<file path="src/rtl/fan_pwm_pkg.sv">
package fan_pwm_pkg;
    localparam int FAN_HZ     = 25;
    localparam int STEPS      = 255;
    localparam int REG_W      = 32;
    localparam int DUTY_W     = 8;
    localparam int RPM_W      = 16;

    localparam logic [7:0] OFS_CTRL  = 8'h00;
    localparam logic [7:0] OFS_LIMIT = 8'h04;

    typedef struct packed {
        logic [DUTY_W-1:0] duty;
        logic              mode;
        logic              run;
    } ctrl_t;

    function automatic logic [REG_W-1:0] pack_ctrl(input ctrl_t c);
        logic [REG_W-1:0] w;
        w        = '0;
        w[0]     = c.run;
        w[1]     = c.mode;
        w[23:16] = c.duty;
        return w;
    endfunction

    function automatic ctrl_t unpack_ctrl(input logic [REG_W-1:0] w);
        ctrl_t c;
        c.run  = w[0];
        c.mode = w[1];
        c.duty = w[23:16];
        return c;
    endfunction
endpackage

</file>
<file path="src/rtl/fan_pwm_regs.sv">
module fan_pwm_regs
    import fan_pwm_pkg::*;
#(
    parameter int ADDR_W = 4
) (
    input  logic              clk,
    input  logic              rst,
    input  logic [ADDR_W-1:0] bus_addr,
    input  logic              bus_wr,
    input  logic [REG_W-1:0]  bus_wdata,
    input  logic              bus_rd,
    output logic [REG_W-1:0]  bus_rdata,
    output ctrl_t             ctrl
);
    logic [RPM_W-1:0] rpm_limit;
    logic             hit_ctrl;
    logic             hit_limit;
    logic [REG_W-1:0] rd_mux;

    assign hit_ctrl  = (bus_addr == ADDR_W'(OFS_CTRL));
    assign hit_limit = (bus_addr == ADDR_W'(OFS_LIMIT));

    always_ff @(posedge clk) begin
        if (rst) begin
            ctrl      <= '0;
            rpm_limit <= '0;
        end else if (bus_wr) begin
            if (hit_ctrl)  ctrl      <= unpack_ctrl(bus_wdata);
            if (hit_limit) rpm_limit <= bus_wdata[RPM_W-1:0];
        end
    end

    always_comb begin
        rd_mux = '0;
        if (hit_ctrl)       rd_mux = pack_ctrl(ctrl);
        else if (hit_limit) rd_mux = {{(REG_W-RPM_W){1'b0}}, rpm_limit};
    end

    always_ff @(posedge clk) begin
        if (rst)         bus_rdata <= '0;
        else if (bus_rd) bus_rdata <= rd_mux;
    end
endmodule

</file>
<file path="src/rtl/fan_pwm_timebase.sv">
module fan_pwm_timebase
    import fan_pwm_pkg::*;
#(
    parameter int STEP_CYC = 4,
    parameter int PRE_W    = 3
) (
    input  logic              clk,
    input  logic              rst,
    input  logic              run,
    output logic [DUTY_W-1:0] step,
    output logic [PRE_W-1:0]  pre
);
    localparam logic [DUTY_W-1:0] STEP_LAST = DUTY_W'(STEPS - 1);
    localparam logic [PRE_W-1:0]  PRE_LAST  = PRE_W'(STEP_CYC - 1);

    always_ff @(posedge clk) begin
        if (rst || !run) begin
            pre  <= '0;
            step <= '0;
        end else if (pre == PRE_LAST) begin
            pre  <= '0;
            step <= (step == STEP_LAST) ? '0 : step + 1'b1;
        end else begin
            pre <= pre + 1'b1;
        end
    end
endmodule

</file>
<file path="src/rtl/fan_pwm_compare.sv">
module fan_pwm_compare
    import fan_pwm_pkg::*;
(
    input  logic              run,
    input  logic [DUTY_W-1:0] duty,
    input  logic [DUTY_W-1:0] step,
    output logic              pwm_out
);
    assign pwm_out = run && (step < duty);
endmodule

</file>
<file path="src/rtl/fan_pwm_gen.sv">
module fan_pwm_gen
    import fan_pwm_pkg::*;
#(
    parameter int CLK_HZ = 25500,
    parameter int ADDR_W = 4
) (
    input  logic              clk,
    input  logic              rst,
    input  logic [ADDR_W-1:0] bus_addr,
    input  logic              bus_wr,
    input  logic [31:0]       bus_wdata,
    input  logic              bus_rd,
    output logic [31:0]       bus_rdata,
    output logic              pwm_out
);
    localparam int STEP_CYC = (CLK_HZ / (FAN_HZ * STEPS)) < 1 ? 1 : CLK_HZ / (FAN_HZ * STEPS);
    localparam int PRE_W    = $clog2(STEP_CYC + 1);

    ctrl_t             ctrl;
    logic              run;
    logic [DUTY_W-1:0] duty;
    logic [DUTY_W-1:0] step;
    logic [PRE_W-1:0]  pre;

    assign run  = ctrl.run;
    assign duty = ctrl.duty;

    fan_pwm_regs #(.ADDR_W(ADDR_W)) u_regs (
        .clk      (clk),
        .rst      (rst),
        .bus_addr (bus_addr),
        .bus_wr   (bus_wr),
        .bus_wdata(bus_wdata),
        .bus_rd   (bus_rd),
        .bus_rdata(bus_rdata),
        .ctrl     (ctrl)
    );

    fan_pwm_timebase #(.STEP_CYC(STEP_CYC), .PRE_W(PRE_W)) u_tb (
        .clk (clk),
        .rst (rst),
        .run (run),
        .step(step),
        .pre (pre)
    );

    fan_pwm_compare u_cmp (
        .run    (run),
        .duty   (duty),
        .step   (step),
        .pwm_out(pwm_out)
    );
endmodule

</file>
<file path="config.mk">
export PLATFORM = sky130hd
export DESIGN_NAME = fan_pwm_gen
export DESIGN_NICKNAME = d
export VERILOG_FILES = /design/src/rtl/fan_pwm_pkg.sv /design/src/rtl/fan_pwm_regs.sv /design/src/rtl/fan_pwm_timebase.sv /design/src/rtl/fan_pwm_compare.sv /design/src/rtl/fan_pwm_gen.sv
export SDC_FILE = /design/constraint.sdc
export NUM_CORES = 1
export LEC_CHECK = 0
export BUFFER_PORTS_ARGS = -buffer_cell sky130_fd_sc_hd__buf_2
export CAP_MARGIN = 40
export CELL_PAD_IN_SITES_DETAIL_PLACEMENT = 0
export CELL_PAD_IN_SITES_GLOBAL_PLACEMENT = 2
export CORE_AREA = 3 3 98 100
export CTS_CLUSTER_SIZE = 20
export DETAILED_ROUTE_END_ITERATION = 16
export DIE_AREA = 0 0 101 103
export PLACE_DENSITY_LB_ADDON = 0.1
export SYNTH_ARGS = -nofsm -noshare
export SYNTH_HDL_FRONTEND = slang
export SYNTH_SLANG_ARGS = --single-unit
</file>
<file path="constraint.sdc">
create_clock -name clk -period 2.1 [get_ports clk]
set_clock_uncertainty 0.15 [all_clocks]
set_input_delay 0 -clock clk [delete_from_list [all_inputs] [get_ports clk]]
set_output_delay 0 -clock clk [all_outputs]
set_load 0.03 [all_outputs]
</file>
==> results.toml <==
[status]
status = "completed"

[die]
die_area_sq_mm = 0.01040
core_sq_mm = 0.008763
fp-row-count = 34
dieHeight_um = 103
ios = 73
initial_utilization = 0.3224
die_x_um = 101

[synthesis]
ys_types = 40
synth_top_area_share = 0.4322
synth_area_sq_mm = 0.002825
async_reset_ff_frac = 0
synth-edff-count = 0
avgSynthCellArea_sq_um = 9.610
synth_cells = 294
yosysWarnings = 0
synth_top_area_cell = "dfxtp_1"
synth-main-ff-cell = "dfxtp_1"
synth_area_leaders = "dfxtp_1, nand2b_1, mux2i_1, a32oi_1, ha_1"
ys_seq_area_frac = 0.4322
yosysMostFrequentCell = "dfxtp_1"
yosys-top-cells-count = "dfxtp_1, nand2b_1, mux2i_1"
ys_seq_elements = 61

[cts]
cts.clk_slew.worst_paths_ps = 70
cts_root_buf = "clkbuf_8"
cts_tree = "done"
insertion_delay_ps = 330
cts_max_level = 3
post-cts-setup-buffers = 0
clockBufferDepth = 2
numClockSinks = 61
cts_made_buffers = 9

[flow_run]
drv_cap = 0

[routing]
drtIter0Drc = 49
wirelength_um = 6870
num_vias = 2353
antenna_left = 0
viasPerCell = 4.763
drt-wirelength-per-cell_um = 13.91
drc = 0
dr.pass1.iters = 4

[global_route]
grt_pass1_vias = 2312
grt_pass1_wl_um = 11300
antenna_found_initial = 0
grt_start_max_net_pins = 36
track_usage = 0.1397
overflow = 0

[critical_path]
required_ps = 1950
cp-end-kind = "primary output"
path_max_fanout = 7
endpoint = "pwm_out"
rr_endpoint = "u_tb.step[7]$_SDFFE_PP0P_"
cp-start-kind = "flop"
ff2ff_setup_slack_ps = 410
worstPathArrival_ps = 1850
r2r_cells = 5
startpoint = "u_tb.step[4]$_SDFFE_PP0P_"
r2r-start = "u_tb.pre[0]$_SDFF_PP0_"
crit_type = "reg -> out"

[place]
pre_cts_ws_ps = 330.4
placement.io_buffers = 56
routabilityCongestion = 0.7045
dpl.cell_count = 449
placed_cell_area_sq_mm = 0.003214
place_hpwl_um = 4596

[sta]
finalWorstSetupSlack_ps = 99.01
setup_viol = 0
finalCritPeriodShare = 0.9529
fmax_mhz = 499.8
holdWs_ps = 101.2
rsz0062_at_grt = "no"
tns_ps = 0
slew_viol_final = 0
finalHoldViolCount = 0
finalCriticalPeriod_ps = 2001

[cells_and_area]
seqCellArea_sq_mm = 0.001224
nets = 433
fill_cells = 889
antenna_cells = 0
instances_no_fill = 494
fin_util = 0.4288
finalInstanceArea_sq_mm = 0.003757
multi_input_area_sq_mm = 0.001458
syn_to_final_growth_pct = 32.99
layout-drive-gt1-share = 0.2383

[worst_hold_path]
min_path_type = "in -> reg"

[power]
leakage_nw = 1.473
ir_drop_mv = 0.2826
report.power.total_mw = 2.498
power_density_mw_per_mm2 = 664.9
==> cell families (layout without fill, tap and decap cells) <==
logic type                 after synthesis  count (layout)  share of synthesized area
adders and majority gates               11              11                    0.04871
and+or+nand+nor                        106             106                     0.2161
other                                    1               8                   0.001327
DFF                                     61              61                     0.4322
AOI/OAI and AO/OA                       47              47                     0.1289
muxes                                   28              28                     0.1001
buffers and inverters                   40             125                    0.07263
==> cell usage in the layout (no fill, tap or decap), types with 2 or more instances in the layout <==
cell           netlist  routed
nor3b_1              2       2
nand2b_1            53      53
mux2i_1             26      26
dfxtp_1             61      59
nor2_1              22      22
buf_4               10      11
conb_1               1       8
o211ai_1             4       4
a31oi_1              4       4
o21ai_0              3       2
ha_1                11      10
bufinv_16            0       2
mux2_2               2       2
nor3_1               4       4
nand4_1              2       2
and3_1               2       2
dfxtp_2              0       2
clkbuf_8             0      10
inv_1               13      13
buf_2                2      55
nand3_1              3       3
or3_1                2       2
nand2_1              9       9
a21oi_1              5       5
dlygate4sd3_1        0      30
a32oi_1             22      22
==> critical path: stages, from the launching register on <==
cell	delay [ps]
dfxtp_1	490
ha_1	300
o2111a_1	260
a221oi_2	260
buf_4	200
==> where the power goes <==
part           leakage (nW)  internal (mW)  total, mW  switching (mW)
clock network         0.105          0.693       1.14           0.450
registers             0.493           1.16       1.17         0.00425
logic                 0.875         0.0942      0.188          0.0938
==> routing by layer <==
layer,part of all wire,GRT usage
met5,0,0
met2,0.48,0.2365
met4,0.013,0.04601
met1,0.45,0.1647
met3,0.052,0.05074
==> area by class of cell <==
| cell class | count | share of cell area |
|---|---|---|
| Clock buffer | 11 | 0.03763 |
| Clock inverter | 4 | 0.01931 |
| Inverter | 13 | 0.01299 |
| Multi-Input combinational cell | 200 | 0.3879 |
| Sequential cell | 61 | 0.3257 |
| Tap cell | 108 | 0.03596 |
| Timing Repair Buffer | 97 | 0.1805 |
==> timing repair <==
item | 4_1_cts | 5_1_grt
hold endpoints to repair | 32 | 0
hold buffers | 30 | 0
pin swaps | 1 | 1
resized for setup | 1 | 6
endpoints found under the setup margin | 1 | 1
==> sequential cells by signal, indices dropped and copies added, names as in the netlist <==
signal / flops
u_tb.step: 8
u_regs.ctrl: 10
u_regs.bus_rdata: 24
u_regs.rpm_limit: 16
u_tb.pre: 3
==> worst min-delay path by stage <==
stage                     cells after the start                           endpoint     startpoint  slack, ps
after CTS                                     3   u_regs.rpm_limit[4]$_SDFFE_PP0P_         bus_wr         90
after floorplan                               2   u_regs.bus_rdata[0]$_SDFFE_PP0P_         bus_rd          2
after detailed placement                      3   u_regs.rpm_limit[8]$_SDFFE_PP0P_   bus_wdata[8]        120
after global routing                          3   u_regs.rpm_limit[4]$_SDFFE_PP0P_         bus_wr        110
after global placement                        3  u_regs.rpm_limit[14]$_SDFFE_PP0P_  bus_wdata[14]        120
final                                         3   u_regs.rpm_limit[3]$_SDFFE_PP0P_         bus_wr        100
(Power assumes the default switching activity.)
